[src/rtl/bfm_pkg.sv]
package bfm_pkg;
    typedef enum logic [1:0] {
        TGT_NONE = 2'd0,
        TGT_GLB  = 2'd1,
        TGT_BNK  = 2'd2
    } tgt_e;
endpackage

[src/rtl/bfm_resolve.sv]
module bfm_resolve
    import bfm_pkg::*;
#(
    parameter int ROW_W  = 4,
    parameter int BANK_W = 4,
    localparam int AW    = ROW_W + BANK_W
) (
    input  logic [ROW_W:0]   fld,
    input  logic [AW-1:0]    ptr,
    output tgt_e             kind,
    output logic [ROW_W-1:0] gidx,
    output logic [AW-1:0]    baddr
);
    always_comb begin
        kind  = TGT_NONE;
        gidx  = fld[ROW_W-1:0];
        baddr = {ptr[AW-1:ROW_W], fld[ROW_W-1:0]};
        if (fld[ROW_W]) begin
            kind = TGT_BNK;
        end else if (fld[ROW_W-1:0] != '0) begin
            kind = TGT_GLB;
        end else if (ptr == '0) begin
            kind = TGT_NONE;
        end else if (ptr[AW-1:ROW_W] == '0) begin
            kind = TGT_GLB;
            gidx = ptr[ROW_W-1:0];
        end else begin
            kind  = TGT_BNK;
            baddr = ptr;
        end
    end
endmodule

[src/rtl/bfm_bankreg.sv]
module bfm_bankreg #(
    parameter int DW     = 8,
    parameter int ROW_W  = 4,
    parameter int BANK_W = 4,
    localparam int AW    = ROW_W + BANK_W
) (
    input  logic          clk,
    input  logic          rst_n,
    input  logic          we,
    input  logic [DW-1:0] wdata,
    input  logic          bop,
    input  logic [DW-1:0] imm,
    output logic [DW-1:0] ptr_q
);
    typedef struct packed {
        logic [DW-1:0] ptr;
    } st_t;

    st_t st_d, st_q;

    always_comb begin
        st_d = st_q;
        if (we) st_d.ptr = wdata;
        if (bop) st_d.ptr[AW-2:ROW_W] = imm[AW-2:ROW_W];
    end

    always_ff @(posedge clk or negedge rst_n) begin
        if (!rst_n) st_q <= '0;
        else        st_q <= st_d;
    end

    assign ptr_q = st_q.ptr;


    ptr_write_chk: assert property (@(posedge clk) disable iff (!rst_n)
        (we && !bop) |=> (ptr_q == $past(wdata)));


    bank_op_chk: assert property (@(posedge clk) disable iff (!rst_n)
        (bop && !we) |=> (ptr_q[AW-1] == $past(ptr_q[AW-1])
                       && ptr_q[ROW_W-1:0] == $past(ptr_q[ROW_W-1:0])
                       && ptr_q[AW-2:ROW_W] == $past(imm[AW-2:ROW_W])));


    merge_chk: assert property (@(posedge clk) disable iff (!rst_n)
        (bop && we) |=> (ptr_q[AW-1] == $past(wdata[AW-1])
                      && ptr_q[ROW_W-1:0] == $past(wdata[ROW_W-1:0])
                      && ptr_q[AW-2:ROW_W] == $past(imm[AW-2:ROW_W])));


    ptr_hold_chk: assert property (@(posedge clk) disable iff (!rst_n)
        (!we && !bop) |=> $stable(ptr_q));
endmodule

[src/rtl/bfm_store.sv]
module bfm_store #(
    parameter int DW      = 8,
    parameter int ROW_W   = 4,
    parameter int AW      = 8,
    parameter bit CLR     = 1'b0,
    localparam int GDEPTH = 1 << ROW_W,
    localparam int BDEPTH = 1 << AW
) (
    input  logic             clk,
    input  logic             rst_n,
    input  logic             g_we,
    input  logic [ROW_W-1:0] g_idx,
    input  logic             b_we,
    input  logic [AW-1:0]    b_addr,
    input  logic [DW-1:0]    wdata,
    output logic [DW-1:0]    g_rdata,
    output logic [DW-1:0]    b_rdata
);
    logic [DW-1:0] gmem_q [GDEPTH];
    logic [DW-1:0] bmem_q [BDEPTH];

    generate
        if (CLR) begin : g_clr
            always_ff @(posedge clk or negedge rst_n) begin
                if (!rst_n) begin
                    for (int i = 0; i < GDEPTH; i++) gmem_q[i] <= '0;
                    for (int j = 0; j < BDEPTH; j++) bmem_q[j] <= '0;
                end else begin
                    if (g_we) gmem_q[g_idx]  <= wdata;
                    if (b_we) bmem_q[b_addr] <= wdata;
                end
            end
        end else begin : g_keep
            always_ff @(posedge clk) begin
                if (g_we) gmem_q[g_idx]  <= wdata;
                if (b_we) bmem_q[b_addr] <= wdata;
            end
        end
    endgenerate

    assign g_rdata = gmem_q[g_idx];
    assign b_rdata = bmem_q[b_addr];


    no_dual_write_chk: assert property (@(posedge clk) disable iff (!rst_n)
        !(g_we && b_we));
endmodule

[src/rtl/banked_regfile_map.sv]
module banked_regfile_map
    import bfm_pkg::*;
#(
    parameter int DW             = 8,
    parameter int ROW_W          = 4,
    parameter int BANK_W         = 4,
    parameter int PTR_SLOT       = 4,
    parameter bit CLEAR_ON_RESET = 1'b0,
    localparam int AW            = ROW_W + BANK_W
) (
    input  logic          clk,
    input  logic          rst_n,
    input  logic [ROW_W:0] reg_fld,
    input  logic          wr_en,
    input  logic [DW-1:0] wr_data,
    output logic [DW-1:0] rd_data,
    input  logic          bank_sel,
    input  logic [DW-1:0] bank_imm
);
    tgt_e             kind;
    logic [ROW_W-1:0] gidx;
    logic [AW-1:0]    baddr;
    logic [DW-1:0]    ptr_q;
    logic [DW-1:0]    g_rdata, b_rdata;
    logic             hit_ptr, ptr_we, g_we, b_we;

    bfm_resolve #(.ROW_W(ROW_W), .BANK_W(BANK_W)) u_resolve (
        .fld   (reg_fld),
        .ptr   (ptr_q[AW-1:0]),
        .kind  (kind),
        .gidx  (gidx),
        .baddr (baddr)
    );

    assign hit_ptr = (kind == TGT_GLB) && (gidx == ROW_W'(PTR_SLOT));
    assign ptr_we  = wr_en && hit_ptr;
    assign g_we    = wr_en && (kind == TGT_GLB) && !hit_ptr;
    assign b_we    = wr_en && (kind == TGT_BNK);

    bfm_bankreg #(.DW(DW), .ROW_W(ROW_W), .BANK_W(BANK_W)) u_bankreg (
        .clk   (clk),
        .rst_n (rst_n),
        .we    (ptr_we),
        .wdata (wr_data),
        .bop   (bank_sel),
        .imm   (bank_imm),
        .ptr_q (ptr_q)
    );

    bfm_store #(.DW(DW), .ROW_W(ROW_W), .AW(AW), .CLR(CLEAR_ON_RESET)) u_store (
        .clk     (clk),
        .rst_n   (rst_n),
        .g_we    (g_we),
        .g_idx   (gidx),
        .b_we    (b_we),
        .b_addr  (baddr),
        .wdata   (wr_data),
        .g_rdata (g_rdata),
        .b_rdata (b_rdata)
    );

    always_comb begin
        case (kind)
            TGT_GLB:  rd_data = hit_ptr ? ptr_q : g_rdata;
            TGT_BNK:  rd_data = b_rdata;
            default:  rd_data = '0;
        endcase
    end


    onehot_we_chk: assert property (@(posedge clk) disable iff (!rst_n)
        $onehot0({ptr_we, g_we, b_we}));


    null_read_chk: assert property (@(posedge clk) disable iff (!rst_n)
        (reg_fld == '0 && ptr_q == '0) |-> (rd_data == '0 && !g_we && !b_we && !ptr_we));


    no_bank0_indirect_chk: assert property (@(posedge clk) disable iff (!rst_n)
        (reg_fld == '0 && kind == TGT_BNK) |-> (baddr[AW-1:ROW_W] != '0));


    direct_global_chk: assert property (@(posedge clk) disable iff (!rst_n)
        (!reg_fld[ROW_W] && reg_fld[ROW_W-1:0] != '0) |-> (kind == TGT_GLB && gidx == reg_fld[ROW_W-1:0]));
endmodule

[config.mk]
export PLATFORM = sky130hd
export DESIGN_NAME = banked_regfile_map
export DESIGN_NICKNAME = d
export VERILOG_FILES = /design/src/rtl/bfm_pkg.sv /design/src/rtl/bfm_resolve.sv /design/src/rtl/bfm_bankreg.sv /design/src/rtl/bfm_store.sv /design/src/rtl/banked_regfile_map.sv
export SDC_FILE = /design/constraint.sdc
export NUM_CORES = 2
export LEC_CHECK = 0
export ABC_CLOCK_PERIOD_IN_PS = 4500
export BUFFER_PORTS_ARGS = -buffer_cell sky130_fd_sc_hd__buf_2
export CORE_MARGIN = 3
export CORE_UTILIZATION = 30
export DETAILED_ROUTE_END_ITERATION = 8
export HOLD_SLACK_MARGIN = 0.02
export PLACE_DENSITY_LB_ADDON = 0.15
export SKIP_CTS_REPAIR_TIMING = 1
export SYNTH_ARGS = -nofsm -noshare
export SYNTH_HDL_FRONTEND = slang
export SYNTH_SLANG_ARGS = --single-unit
[constraint.sdc]
create_clock -name clk -period 4.5 [get_ports clk]
set_input_delay 0.225 -clock clk [delete_from_list [all_inputs] [get_ports clk]]
set_output_delay 0.225 -clock clk [all_outputs]
set_load 0.005 [all_outputs]
==> flow_summary.json <==
{
  "die_y_um": 540,
  "via_count": 49401,
  "critical-path-slowest-cell": "or4_4",
  "p_int_mw": 34.3,
  "p_clk_share_pct": 42.3,
  "cap_violations": 0,
  "drt_iter0_markers": 5591,
  "fin_util_pct": 37.0,
  "dieArea_sq_um": 292000,
  "clk_root_buffer_cell": "clkbuf_16",
  "overflow": 0,
  "dr.pass1.iters": 6,
  "routabilityCongestion": 0.862,
  "async_reset_ff_share_pct": 0.366,
  "fmax_mhz": 194,
  "violations": "setup timing",
  "synth.avg_cell_area_sq_um": 17.8,
  "cp-start-kind": "register",
  "antenna_found_initial": 14,
  "postRouteAntennaNets": 0,
  "wl_per_cell_um": 31.6,
  "hold_viol": 0,
  "crit_type": "reg2out",
  "cts_sinks": 2184,
  "critical_path.cell_chain": "or4_4 -> buf_12 -> buf_8 -> a41oi_4 -> buf_6 -> buf_12 -> buf_4 -> buf_4 -> mux4_2 -> a22o_1 -> nor4_2 -> a31oi_2 -> nand4_1 -> nor4_2 -> a22o_4 -> buf_6",
  "grtUsageTotal_pct": 19.7,
  "via_per_inst": 5.21,
  "tightest_slew_ns": 1.13,
  "nets": 5579,
  "core_area_sq_um": 283000,
  "fin_ws_ns": -0.644,
  "cp.arrival_ns": 4.92,
  "pin_count": 33,
  "synth_seq_area_share_pct": 76.5,
  "skew_ns": 0.0525,
  "dpl_worst_slack_ns": -0.492,
  "status": "complete, but fails checks",
  "clk_latency_ns": 0.91,
  "p_per_area_nw_per_um2": 426,
  "end_kind": "output pin",
  "synth_edf_count": 2176,
  "comb_power_share_pct": 7.4,
  "drt_wl_total_mm": 300,
  "die_width_um": 540,
  "ys_warn_count": 0,
  "synth_top_area_share_pct": 76.2,
  "crit_fanout": 6,
  "grt_pass1_vias": 48740,
  "synth_area_sq_um": 85700,
  "io_buffers": 27,
  "grt_pass1_wl_mm": 407,
  "r2r_cells": 10,
  "syn_inst": 4805,
  "p_sw_mw": 10.4,
  "seqPwrFrac_pct": 50.3,
  "slowest_delay_ns": 0.58,
  "drive_gt1_share_pct": 28.5,
  "grt_max_degree": 126,
  "max-slew-margin-rel_pct": 24.5,
  "ys_seq_elements": 2184,
  "htreeDepth": 4,
  "holdPathStages": 3,
  "clk_pin_slew_ns": 0.06,
  "areaGrowthSynthToFinish_pct": 22.3,
  "cts_max_path_buffers": 4,
  "synth.distinct_cells": 76,
  "min_period_over_period_pct": 114,
  "remaining_drc_errors": 0,
  "cts_tree": "built",
  "fin_crit_ns": 5.14,
  "drv_slew": 0,
  "vdd_drop_max_mv": 0.338,
  "p_leak_nw": 34.0,
  "switching_share_pct": 23.2,
  "worstPathRequired_ns": 4.28,
  "hp-class": "in2reg",
  "yosys.area.top_type": "edfxtp_1",
  "hpwl_mm": 193,
  "initial_utilization_pct": 30.3,
  "cts_made_buffers": 244,
  "ys.flop_type": "edfxtp_1",
  "rsz0062_at_grt": "yes",
  "synthTopCellsByArea": "edfxtp_1 (76%), mux4_2 (9.2%), nand2_1 (2.7%)",
  "std_cell_rows": 195,
  "setup_viol": 8
}
==> power groups by stage <==
| stage | sequential [mW] | clock (mW) | combinational, mW |
|---|---|---|---|
| floorplan | 22.8 | 0 | 1.20 |
| global placement | 22.9 | 0 | 3.02 |
| detailed placement | 22.9 | 0 | 3.03 |
| CTS | 22.4 | 19.4 | 3.03 |
| global route | 22.4 | 20.1 | 3.41 |
| finish | 22.4 | 18.9 | 3.29 |
==> state kept, by name, indices dropped and copies added (netlist names) <==
| register | count |
|---|---|
| u_store.bmem_q | 2048 |
| u_bankreg.ptr_q | 8 |
| u_store.gmem_q | 128 |
==> cell usage in the layout, fill, tap and decap left out, drive strengths merged, types with 109 or more instances in the layout <==
cell | Yosys | routed
edfxtp | 2176 | 2176
buf | 183 | 751
nand2 | 614 | 614
mux4 | 356 | 356
nor2 | 343 | 343
clkbuf | 108 | 314
nand3 | 194 | 194
a21oi | 177 | 177
a22oi | 127 | 127
mux2i | 109 | 109
==> cells in the mapped netlist (7+ instances only) <==
master	instances
clkbuf_1	108
a22oi_1	127
mux2_2	13
a41oi_1	7
nand4_1	33
and2_1	23
a211oi_1	28
nor3_1	15
a22o_1	22
a31oi_1	50
o211ai_1	8
a221oi_1	9
buf_2	107
a21oi_1	177
mux2i_1	109
nor4_1	16
a311oi_1	8
buf_6	25
nor2_1	343
buf_4	24
buf_1	20
and3_1	15
mux4_2	351
o21ai_0	29
nand2_1	614
edfxtp_1	2176
o22ai_1	23
nand3_1	193
dfrtp_1	8
o221ai_1	13
inv_1	8
==> worst paths after layout <==
check / slack, ns / endpoint / startpoint
max reg2reg: 0.05 / u_store.bmem_q[13][6] / u_bankreg.ptr_q[4]
min: 0.10 / u_bankreg.ptr_q[2] / wr_en
min reg2reg: 0.84 / u_bankreg.ptr_q[7] / u_bankreg.ptr_q[7]
max in group asynchronous: 3.78 / u_bankreg.ptr_q[4] / rst_n
max: -0.64 / rd_data[4] / u_bankreg.ptr_q[4]
min in group asynchronous: 0.36 / u_bankreg.ptr_q[2] / rst_n
==> critical path: cells and delay by family (launching register included) <==
kind | cells | cell delay, ns
AO/OA/AOI/OAI | 4 | 1.03
buffers and inverters | 7 | 1.01
AND/OR/NAND/NOR | 4 | 1.33
flip-flops | 1 | 0.40
multiplexers | 1 | 0.21
==> per-stage QoR <==
stage	TNS, ns	instance area [sq um]	power [mW]	hold WS (ns)	instances
6_report	-4.47	105000	44.6	0.102	9485
2_1_floorplan	0	85700	24.0	-0.0706	4812
4_1_cts	-10.06	103000	44.8	-0.895	9396
3_5_place_dp	-1.88	95300	25.9	0.105	8963
3_3_place_gp	-2.39	95300	25.9	0.104	8963
5_1_grt	-5.14	105000	46.0	0.0803	9484
==> logic make-up after synthesis <==
group	synth area share [%]
buffers and inverters	1.91
AO/OA/AOI/OAI	4.43
AND/OR/NAND/NOR	6.33
other	0.00438
multiplexers	10.8
flip-flops	76.5
adder cells (fa/ha/maj)	0.0292
==> layout make-up <==
type                    instances  area (sq um)
fillers                     26379        178000
clock inverters               132          1050
well taps                    3743          4680
flip-flops and latches       2184         65500
clock buffers                 301          6320
repair buffers                783          7450
inverters                       8          30.0
multi-input cells            2331         19700
diodes                          3          7.51
==> layer usage <==
metal  up-vias  share of wire [%]  GRT usage, %
met5         -             0.0040             0
met4         2                3.3          5.69
met3       416                6.5          2.96
met2      1787                 46          31.3
met1     26445                 44          28.1
li1      20751                  -             -
Note: power is estimated with default switching activity, not from simulation.
